==> config.mk <==
export PLATFORM = sky130hd
export DESIGN_NAME = priv_stack_unit
export DESIGN_NICKNAME = d
export VERILOG_FILES = /design/src/rtl/privstk_pkg.sv /design/src/rtl/ps_stack.sv /design/src/rtl/ps_vector.sv /design/src/rtl/priv_stack_unit.sv
export SDC_FILE = /design/constraint.sdc
export NUM_CORES = 1
export LEC_CHECK = 0
export BUFFER_PORTS_ARGS = -buffer_cell sky130_fd_sc_hd__buf_4
export CAP_MARGIN = 20
export CORE_MARGIN = 3
export CORE_UTILIZATION = 35
export CTS_CLUSTER_DIAMETER = 150
export DETAILED_ROUTE_END_ITERATION = 7
export PLACE_DENSITY = 0.67
export SETUP_SLACK_MARGIN = 0.15
export SLEW_MARGIN = 15
export SYNTH_ARGS = -nofsm -noshare
export SYNTH_HDL_FRONTEND = slang
export SYNTH_HIERARCHICAL = 1
export SYNTH_SLANG_ARGS = --single-unit
==> constraint.sdc <==
create_clock -name clk -period 2.4 [get_ports clk]
set_input_delay 0.36 -clock clk [delete_from_list [all_inputs] [get_ports clk]]
set_output_delay 0.36 -clock clk [all_outputs]
set_load 0.05 [all_outputs]
==> src/rtl/privstk_pkg.sv <==
package privstk_pkg;

  localparam logic [1:0] PRV_U = 2'd0;
  localparam logic [1:0] PRV_S = 2'd1;
  localparam logic [1:0] PRV_M = 2'd3;

  localparam int DEPTH   = 3;
  localparam int LVL_W   = 3;
  localparam int F_MPRV  = DEPTH * LVL_W;
  localparam int F_FS    = F_MPRV + 1;
  localparam int F_XS    = F_FS + 2;
  localparam int LOW_W   = F_XS + 2;

  localparam int SV_IE   = 1;
  localparam int SV_PIE  = 4;
  localparam int SV_PS   = 8;

  localparam int VEC_SHIFT = 6;

  typedef struct packed {
    logic [1:0] prv;
    logic       ie;
  } lvl_t;

  function automatic lvl_t mk_lvl(input logic [1:0] p, input logic e);
    lvl_t l;
    l.prv = p;
    l.ie  = e;
    return l;
  endfunction

  function automatic logic prv_ok(input logic [1:0] p);
    return (p != 2'd2);
  endfunction

  function automatic logic [1:0] prv_pick(input logic [1:0] old_p, input logic [1:0] new_p);
    return prv_ok(new_p) ? new_p : old_p;
  endfunction

  function automatic logic is_dirty(input logic [1:0] fs, input logic [1:0] xs);
    return (&fs) | (&xs);
  endfunction

  function automatic logic [VEC_SHIFT+1:0] vec_off(input logic [1:0] p);
    return {p, {VEC_SHIFT{1'b0}}};
  endfunction

endpackage

==> src/rtl/ps_stack.sv <==
module ps_stack
  import privstk_pkg::*;
#(
  parameter int XLEN = 32
) (
  input  logic            clk,
  input  logic            rst_n,
  input  logic            push,
  input  logic            pop,
  input  logic            wr,
  input  logic            wr_sv,
  input  logic [XLEN-1:0] wr_data,
  output logic [1:0]      cur_prv,
  output logic [XLEN-1:0] status
);

  lvl_t       lv   [DEPTH];
  lvl_t       lv_n [DEPTH];
  logic       mprv, mprv_n;
  logic [1:0] fs, fs_n, xs, xs_n;

  always_comb begin
    for (int i = 0; i < DEPTH; i++) lv_n[i] = lv[i];
    mprv_n = mprv;
    fs_n   = fs;
    xs_n   = xs;
    if (push) begin
      for (int i = DEPTH - 1; i > 0; i--) lv_n[i] = lv[i-1];
      lv_n[0] = mk_lvl(PRV_M, 1'b0);
      mprv_n  = 1'b0;
    end else if (pop) begin
      for (int i = 0; i < DEPTH - 1; i++) lv_n[i] = lv[i+1];
      lv_n[DEPTH-1] = mk_lvl(PRV_U, 1'b1);
    end else if (wr) begin
      if (wr_sv) begin
        lv_n[0].ie  = wr_data[SV_IE];
        lv_n[1].ie  = wr_data[SV_PIE];
        lv_n[1].prv = prv_pick(lv[1].prv, wr_data[SV_PS +: 2]);
      end else begin
        for (int i = 0; i < DEPTH; i++) begin
          lv_n[i].ie  = wr_data[LVL_W*i];
          lv_n[i].prv = prv_pick(lv[i].prv, wr_data[LVL_W*i+1 +: 2]);
        end
        mprv_n = wr_data[F_MPRV];
        fs_n   = wr_data[F_FS +: 2];
        xs_n   = wr_data[F_XS +: 2];
      end
    end
  end

  always_ff @(posedge clk) begin
    if (!rst_n) begin
      lv[0] <= mk_lvl(PRV_M, 1'b0);
      for (int i = 1; i < DEPTH; i++) lv[i] <= mk_lvl(PRV_S, 1'b0);
      mprv <= 1'b0;
      fs   <= 2'd0;
      xs   <= 2'd0;
    end else begin
      for (int i = 0; i < DEPTH; i++) lv[i] <= lv_n[i];
      mprv <= mprv_n;
      fs   <= fs_n;
      xs   <= xs_n;
    end
  end

  always_comb begin
    status = '0;
    for (int i = 0; i < DEPTH; i++) begin
      status[LVL_W*i]          = lv[i].ie;
      status[LVL_W*i+1 +: 2]   = lv[i].prv;
    end
    status[F_MPRV]    = mprv;
    status[F_FS +: 2] = fs;
    status[F_XS +: 2] = xs;
    status[XLEN-1]    = is_dirty(fs, xs);
  end

  assign cur_prv = lv[0].prv;

  AST_PUSH_ENTRY: assert property (@(posedge clk) disable iff (!rst_n)
    push |=> (lv[0].prv == PRV_M) && !lv[0].ie && !mprv);
  AST_PUSH_SHIFT: assert property (@(posedge clk) disable iff (!rst_n)
    push |=> (lv[1] == $past(lv[0])) && (lv[2] == $past(lv[1])));
  AST_POP_FILL: assert property (@(posedge clk) disable iff (!rst_n)
    (pop && !push) |=> (lv[2].prv == PRV_U) && lv[2].ie && (lv[0] == $past(lv[1])));
  AST_PRV_LEGAL: assert property (@(posedge clk) disable iff (!rst_n)
    prv_ok(lv[0].prv) && prv_ok(lv[1].prv) && prv_ok(lv[2].prv));
  AST_IDLE_HOLD: assert property (@(posedge clk) disable iff (!rst_n)
    (!push && !pop && !wr) |=> $stable(status));

endmodule

==> src/rtl/ps_vector.sv <==
module ps_vector
  import privstk_pkg::*;
#(
  parameter int              XLEN     = 32,
  parameter logic [XLEN-1:0] VEC_BASE = 'h200
) (
  input  logic            clk,
  input  logic            rst_n,
  input  logic            trap,
  input  logic [XLEN-1:0] cause_in,
  input  logic [XLEN-1:0] pc_in,
  input  logic [1:0]      cur_prv,
  output logic [XLEN-1:0] pc_o,
  output logic            pc_load,
  output logic [XLEN-1:0] cause_o,
  output logic [XLEN-1:0] epc_o
);

  localparam logic [XLEN-1:0] RST_PC = VEC_BASE + XLEN'('h100);

  logic [XLEN-1:0] handler;
  assign handler = VEC_BASE + XLEN'(vec_off(cur_prv));

  always_ff @(posedge clk) begin
    if (!rst_n) begin
      pc_o    <= RST_PC;
      pc_load <= 1'b0;
      cause_o <= '0;
      epc_o   <= '0;
    end else begin
      pc_load <= trap;
      if (trap) begin
        pc_o    <= handler;
        cause_o <= cause_in;
        epc_o   <= pc_in;
      end
    end
  end

  AST_VEC_ADDR: assert property (@(posedge clk) disable iff (!rst_n)
    trap |=> (pc_o == VEC_BASE + XLEN'($past(cur_prv)) * XLEN'(64)));
  AST_LOAD_PULSE: assert property (@(posedge clk) disable iff (!rst_n)
    trap |=> pc_load);
  AST_NO_LOAD: assert property (@(posedge clk) disable iff (!rst_n)
    !trap |=> !pc_load && $stable(pc_o));
  AST_CAPTURE_HOLD: assert property (@(posedge clk) disable iff (!rst_n)
    !trap |=> $stable(cause_o) && $stable(epc_o));
  AST_CAPTURE: assert property (@(posedge clk) disable iff (!rst_n)
    trap |=> (cause_o == $past(cause_in)) && (epc_o == $past(pc_in)));

endmodule

==> src/rtl/priv_stack_unit.sv <==
module priv_stack_unit
  import privstk_pkg::*;
#(
  parameter int              XLEN     = 32,
  parameter logic [XLEN-1:0] VEC_BASE = 'h200
) (
  input  logic            clk,
  input  logic            rst_n,
  input  logic            trap_i,
  input  logic [XLEN-1:0] trap_cause_i,
  input  logic [XLEN-1:0] trap_pc_i,
  input  logic            ret_i,
  input  logic            wr_en_i,
  input  logic            wr_sview_i,
  input  logic [XLEN-1:0] wr_data_i,
  output logic [XLEN-1:0] status_o,
  output logic [XLEN-1:0] cause_o,
  output logic [XLEN-1:0] epc_o,
  output logic [XLEN-1:0] pc_o,
  output logic            pc_load_o
);

  logic       ev_push, ev_pop, ev_wr;
  logic [1:0] cur_prv;

  assign ev_push = trap_i;
  assign ev_pop  = ret_i & ~trap_i;
  assign ev_wr   = wr_en_i & ~trap_i & ~ret_i;

  ps_stack #(.XLEN(XLEN)) u_stack (
    .clk     (clk),
    .rst_n   (rst_n),
    .push    (ev_push),
    .pop     (ev_pop),
    .wr      (ev_wr),
    .wr_sv   (wr_sview_i),
    .wr_data (wr_data_i),
    .cur_prv (cur_prv),
    .status  (status_o)
  );

  ps_vector #(.XLEN(XLEN), .VEC_BASE(VEC_BASE)) u_vec (
    .clk      (clk),
    .rst_n    (rst_n),
    .trap     (ev_push),
    .cause_in (trap_cause_i),
    .pc_in    (trap_pc_i),
    .cur_prv  (cur_prv),
    .pc_o     (pc_o),
    .pc_load  (pc_load_o),
    .cause_o  (cause_o),
    .epc_o    (epc_o)
  );

  AST_TRAP_WINS: assert property (@(posedge clk) disable iff (!rst_n)
    (trap_i && ret_i) |=> (status_o[2:1] == PRV_M) && !status_o[0] && pc_load_o);
  AST_DIRTY_FLAG: assert property (@(posedge clk) disable iff (!rst_n)
    status_o[XLEN-1] == ((status_o[F_FS +: 2] == 2'd3) || (status_o[F_XS +: 2] == 2'd3)));

endmodule

Word-level counts from Yosys, hierarchy flattened
Memories as Yosys holds them, arrays and structs flattened.
Cells that the tools add are included.
{ "word_totals": {"n_memories": 1, "out_inout_bits": 129, "reg_bits": 102, "word_cells": 45, "mem_bits_rw": 9, "input_bits": 102} }
{ "classes": {"n_eq_ne": 4, "bitwise": 12, "mux": 15, "addsub": 1, "reduce_logical": 5} }
{ "mem_list": {"columns": ["name", "depth", "word_bits", "read_ports", "rd_ports_with_merged_regs", "wr", "line_no", "rtl"], "rows": [
  ["u_stack.lv", 3, 3, 3, 0, 3, "ps_stack.sv:17", "lvl_t lv [DEPTH];"]
]} }
{ "ops": {"columns": ["op", "count"], "rows": [
  ["9-bit two-way mux", 3],
  ["3-bit two-way mux", 4],
  ["10-bit by 8-bit adder with 11-bit output (first input constant)", 1],
  ["2-bit two-way mux", 5],
  ["2-bit != test (second input constant)", 4],
  ["1-bit inverter", 5],
  ["4-bit two-way mux", 1],
  ["1-bit bitwise OR", 4],
  ["2-bit AND reduction", 2],
  ["4-bit AND reduction", 1],
  ["1-bit bitwise AND", 3],
  ["3-bit AND reduction", 1],
  ["1-bit two-way mux", 2],
  ["2-bit OR reduction", 1]
]} }

Depth between registers and ports, before layout
{ "depth": {"ltp_word": 7, "depth_mapped": 7, "depth_no_buf": 5} }

By module
The synthesis kept the hierarchy.
{ "modules_own_cells": {"columns": ["module", "seq_area_each_um2", "cells_each", "n_inst", "area_each_um2"], "rows": [
  ["ps_vector", 1361.3, 249, 1, 2791.4],
  ["ps_stack", 280.3, 111, 1, 933.4],
  ["priv_stack_unit", 0.0, 2, 1, 18.8]
]} }

Least setup slack after synthesis
No wires, ideal clock.
{ "synth_timing": {"path_type": "input to register", "from": "input ret_i", "to": "register u_stack.xs[0]", "slack_ns": 0.855, "path_buffers": 1, "path_stages": 6, "t_arrival_ns": 1.428, "setup_ns": 0.117, "required_time_ns": 2.283, "cell_sequence": "nor3b_2 -> nand2b_4 -> buf_6 -> nor3_4 -> mux2i_1 -> nor2b_1"} }
{ "synth_between": {"elab_chain_cells": 3, "elab_cells_between_ends": 5, "cone_classes": "bitwise (4); reduce/logical (1)"} }
{ "synth_lines": {"columns": ["item", "line_no", "rtl"], "rows": [
  ["start, declared", "priv_stack_unit.sv:12", "input logic ret_i,"],
  ["1-bit bitwise AND / 1-bit inverter (equally long branches)", "priv_stack_unit.sv:27, priv_stack_unit.sv:28", null],
  ["1-bit inverter (no source line) / 1-bit bitwise AND (equally long branches)", null, null],
  ["4-bit AND reduction (no source line) *", null, null],
  ["end signal, assigned", "ps_stack.sv:62", "xs <= xs_n;"],
  ["end, declared", "ps_stack.sv:20", "logic [1:0] fs, fs_n, xs, xs_n;"]
]} }
Mark *: on every way between the ends. The rest lies on a longest branch, timed or not.
A chain may end at the register's enable or synchronous reset.

Final worst setup path
{ "layout_timing": {"from": "register u_stack.xs[0]", "to": "output status_o[31]"} }
{ "layout_between": {"elab_chain_cells": 2} }
{ "layout_lines": {"columns": ["item", "line_no", "rtl"], "rows": [
  ["2-bit AND reduction", "privstk_pkg.sv:41", "return (&fs) | (&xs);"],
  ["1-bit bitwise OR", "privstk_pkg.sv:41", null],
  ["end, declared", "priv_stack_unit.sv:16", "output logic [XLEN-1:0] status_o,"]
]} }
No other way between the ends.

==> impl_results.md <==
- H-tree depth: 3
- Min-delay worst type: in2reg
- Die width: between 100 and 150 um
- RSZ-0062 raised after global routing: no
- Rows: 37
- Fin Setup TNS: 0 ns
- FF+latch count, synth: 82
- Hpwl dp: 6060 um
- All-layer global routing usage: 0.129
- Clock Tree Buf Depth: 2
- Worst setup path class: reg2out
- DRT antenna net count: 0
- Initial drt markers: 84
- Area Overhead vs Synth: 34.5%
- I/O Pins: 231
- Post-CTS setup repair buffer count: 0
- Final setup vio count: 0
- Die extent in y: about 110 um
- Final Wtd Congestion: between 0.7 and 0.8
- Starting density of the core: 0.361
- Status: finished, final reports clean
- Placed inst area: a little under 0.005 mm^2
- Worst slew pin tran: roughly 0.57 ns
- Unique masters post-synth: 31
- Max cap viols: 0
- Drt wl/cell: about 12 um
- Post-CTS sizing: 0
- Avg Inst Size Synth: 10.3 um^2
- Ys flop type: dfxtp_1
- Post-synth EDFFs: 0
- Input/output buffers: approximately 170
- Final Cell Area: around 0.0050 mm^2
- Clock root buffer: clkbuf_8
- Slew Limit Fails: 0
- Startpoint types: register
- Pin count of the biggest net entering global routing: a little under 80
- Hold Path Depth: 3
- Worst Skew: approximately 0.0024 ns
- Place WS: approximately 0.73 ns
- CTS tree: yes
- Vias: between 2,000 and 3,000
- # hold bufs at CTS: 0
- Layout cell share with drive strength beyond 1: 0.367
- Final worst slack: 0.965 ns
- Post-Syn Instances: approximately 360
- Period utilisation layout: 0.598
- Inserted Clock Buffers: 9
- Lkg Pwr: 0.00246 uW
- CP arrival: around 1.1 ns
- Ys Warns: 6
- Die area: between 0.01 and 0.015 mm^2
- VDD IR max: about 370 uV
- Highest clock rate: between 0.6 and 0.7 GHz
- Inserted Diodes: 0
- Vias in the first global route: 2,644
- Seq/Total Area, Yosys: 0.439
- Cell Pwr Density: 664 mW/mm^2
- Total gr overflow: 0
- Relative slew slack: 0.622
- DRC viols: 0
- Reg clk slew, reported paths: 0.09 ns
- Required @ worst endpoint: around 2.0 ns
- Routed WL: around 8200 um
- Vias per inst: approximately 4.3
- Fraction of registers with async set or reset after synthesis: 0
- Total Nets Final: 618
- Critical Path Fanout Max: 3
- Antenna violations before repair: 0
- Placeable Area: approximately 0.010 mm^2
- Final hold violation count: 0
- First-pass DRT Iterations: 4
- Worst Setup End Kind: primary output
- Worst skew pair latency: about 0.33 ns
- R2r worst-path depth: 4
- Synthesized area: 0.00374 mm^2
- Clock sink total: 82
- First-pass GRT wire length: approximately 12,000 um
- Tmin final: 1.44 ns
cells in the final DEF (no fill, tap or decap), types with 2 or more instances in the layout:
cell type	count
o21ai_0	7
mux2_2	2
a21oi_1	7
nand3b_1	2
clkbuf_8	9
clkinvlp_4	2
conb_1	46
nor2_1	7
a22o_1	2
a211oi_1	3
clkinv_4	2
dfxtp_1	82
buf_4	169
nor2b_1	75
inv_1	3
nand2_1	11
mux2i_1	77
Yosys cell counts, types with 2 or more instances:
master / number / area (um^2)
mux2i_1: 77 / 771
a22o_1: 2 / 17.5
buf_2: 3 / 15.0
nor2b_1: 75 / 469
buf_6: 2 / 22.5
nand2_1: 11 / 41.3
inv_1: 3 / 11.3
clkbuf_1: 6 / 22.5
mux2_2: 2 / 22.5
a211oi_1: 3 / 22.5
clkbuf_2: 2 / 10.0
buf_4: 54 / 405
buf_8: 2 / 30.0
nand3b_1: 2 / 15.0
dfxtp_1: 82 / 1640
nor2_1: 7 / 26.3
o21ai_0: 7 / 35.0
a21oi_1: 7 / 35.0
conb_1: 3 / 11.3
per-layer routing:
| layer | GRT usage | wire (um) |
|---|---|---|
| met1 | 0.143 | 3130 |
| met2 | 0.223 | 4090 |
| met3 | 0.0534 | 891 |
| met4 | 0.0401 | 90 |
| met5 | 0 | 0 |
area by class of cell:
cell class                      count  area [um^2]
Inverter                            3         11.3
Clock inverter                      6         67.6
Clock buffer                       10          128
Fill cell                        1000         5340
Timing Repair Buffer              170         1290
Multi-Input combinational cell    250         1730
Sequential cell                    82         1640
Tap cell                          136          170
cells by family after synthesis:
kind of cell / count (synthesis) / synth area share
compound gates: 23 / 0.0378
other cells: 3 / 0.00301
buf+inv: 73 / 0.143
simple gates: 102 / 0.165
mux: 79 / 0.212
flops: 82 / 0.439
flip-flops by register name, indices dropped and copies added (netlist names):
signal and count:
u_stack/fs 2, u_stack/lv 9, u_stack/mprv 1, u_stack/xs 2
u_vec/cause_o 32, u_vec/epc_o 32, u_vec/pc_load 1, u_vec/pc_o 3
path summary, 6_finish.rpt:
kind | startpoint | to | slack (ns)
hold reg to reg | u_vec/pc_o[8] | u_vec/pc_o[8] | 0.46
hold / removal | trap_pc_i[5] | u_vec/epc_o[5] | 0.27
setup / recovery | u_stack/xs[0] | status_o[31] | 0.96
setup reg to reg | u_stack/lv[0][3] | u_stack/lv[0][3] | 1.44
power breakdown:
part	leakage [uW]	internal (uW)	switching, uW
clock network	0.0000925	483	493
logic	0.00169	294	591
registers	0.000677	1440	44.7
through the flow:
step / power [uW] / cells / util / hold WS, ns
floorplan: 2200 / 405 / - / 0.453
global placement: 2390 / 641 / 0.467 / 0.441
detailed placement: 2400 / 641 / 0.467 / 0.450
CTS: 3400 / 657 / 0.485 / 0.242
global route: 3510 / 657 / 0.485 / 0.243
finish: 3340 / 657 / 0.485 / 0.266
critical path: stages (launching register included):
cell	delay, ns
dfxtp_1	0.33
a22o_1	0.23
buf_4	0.18
(Power assumes the default switching activity.)
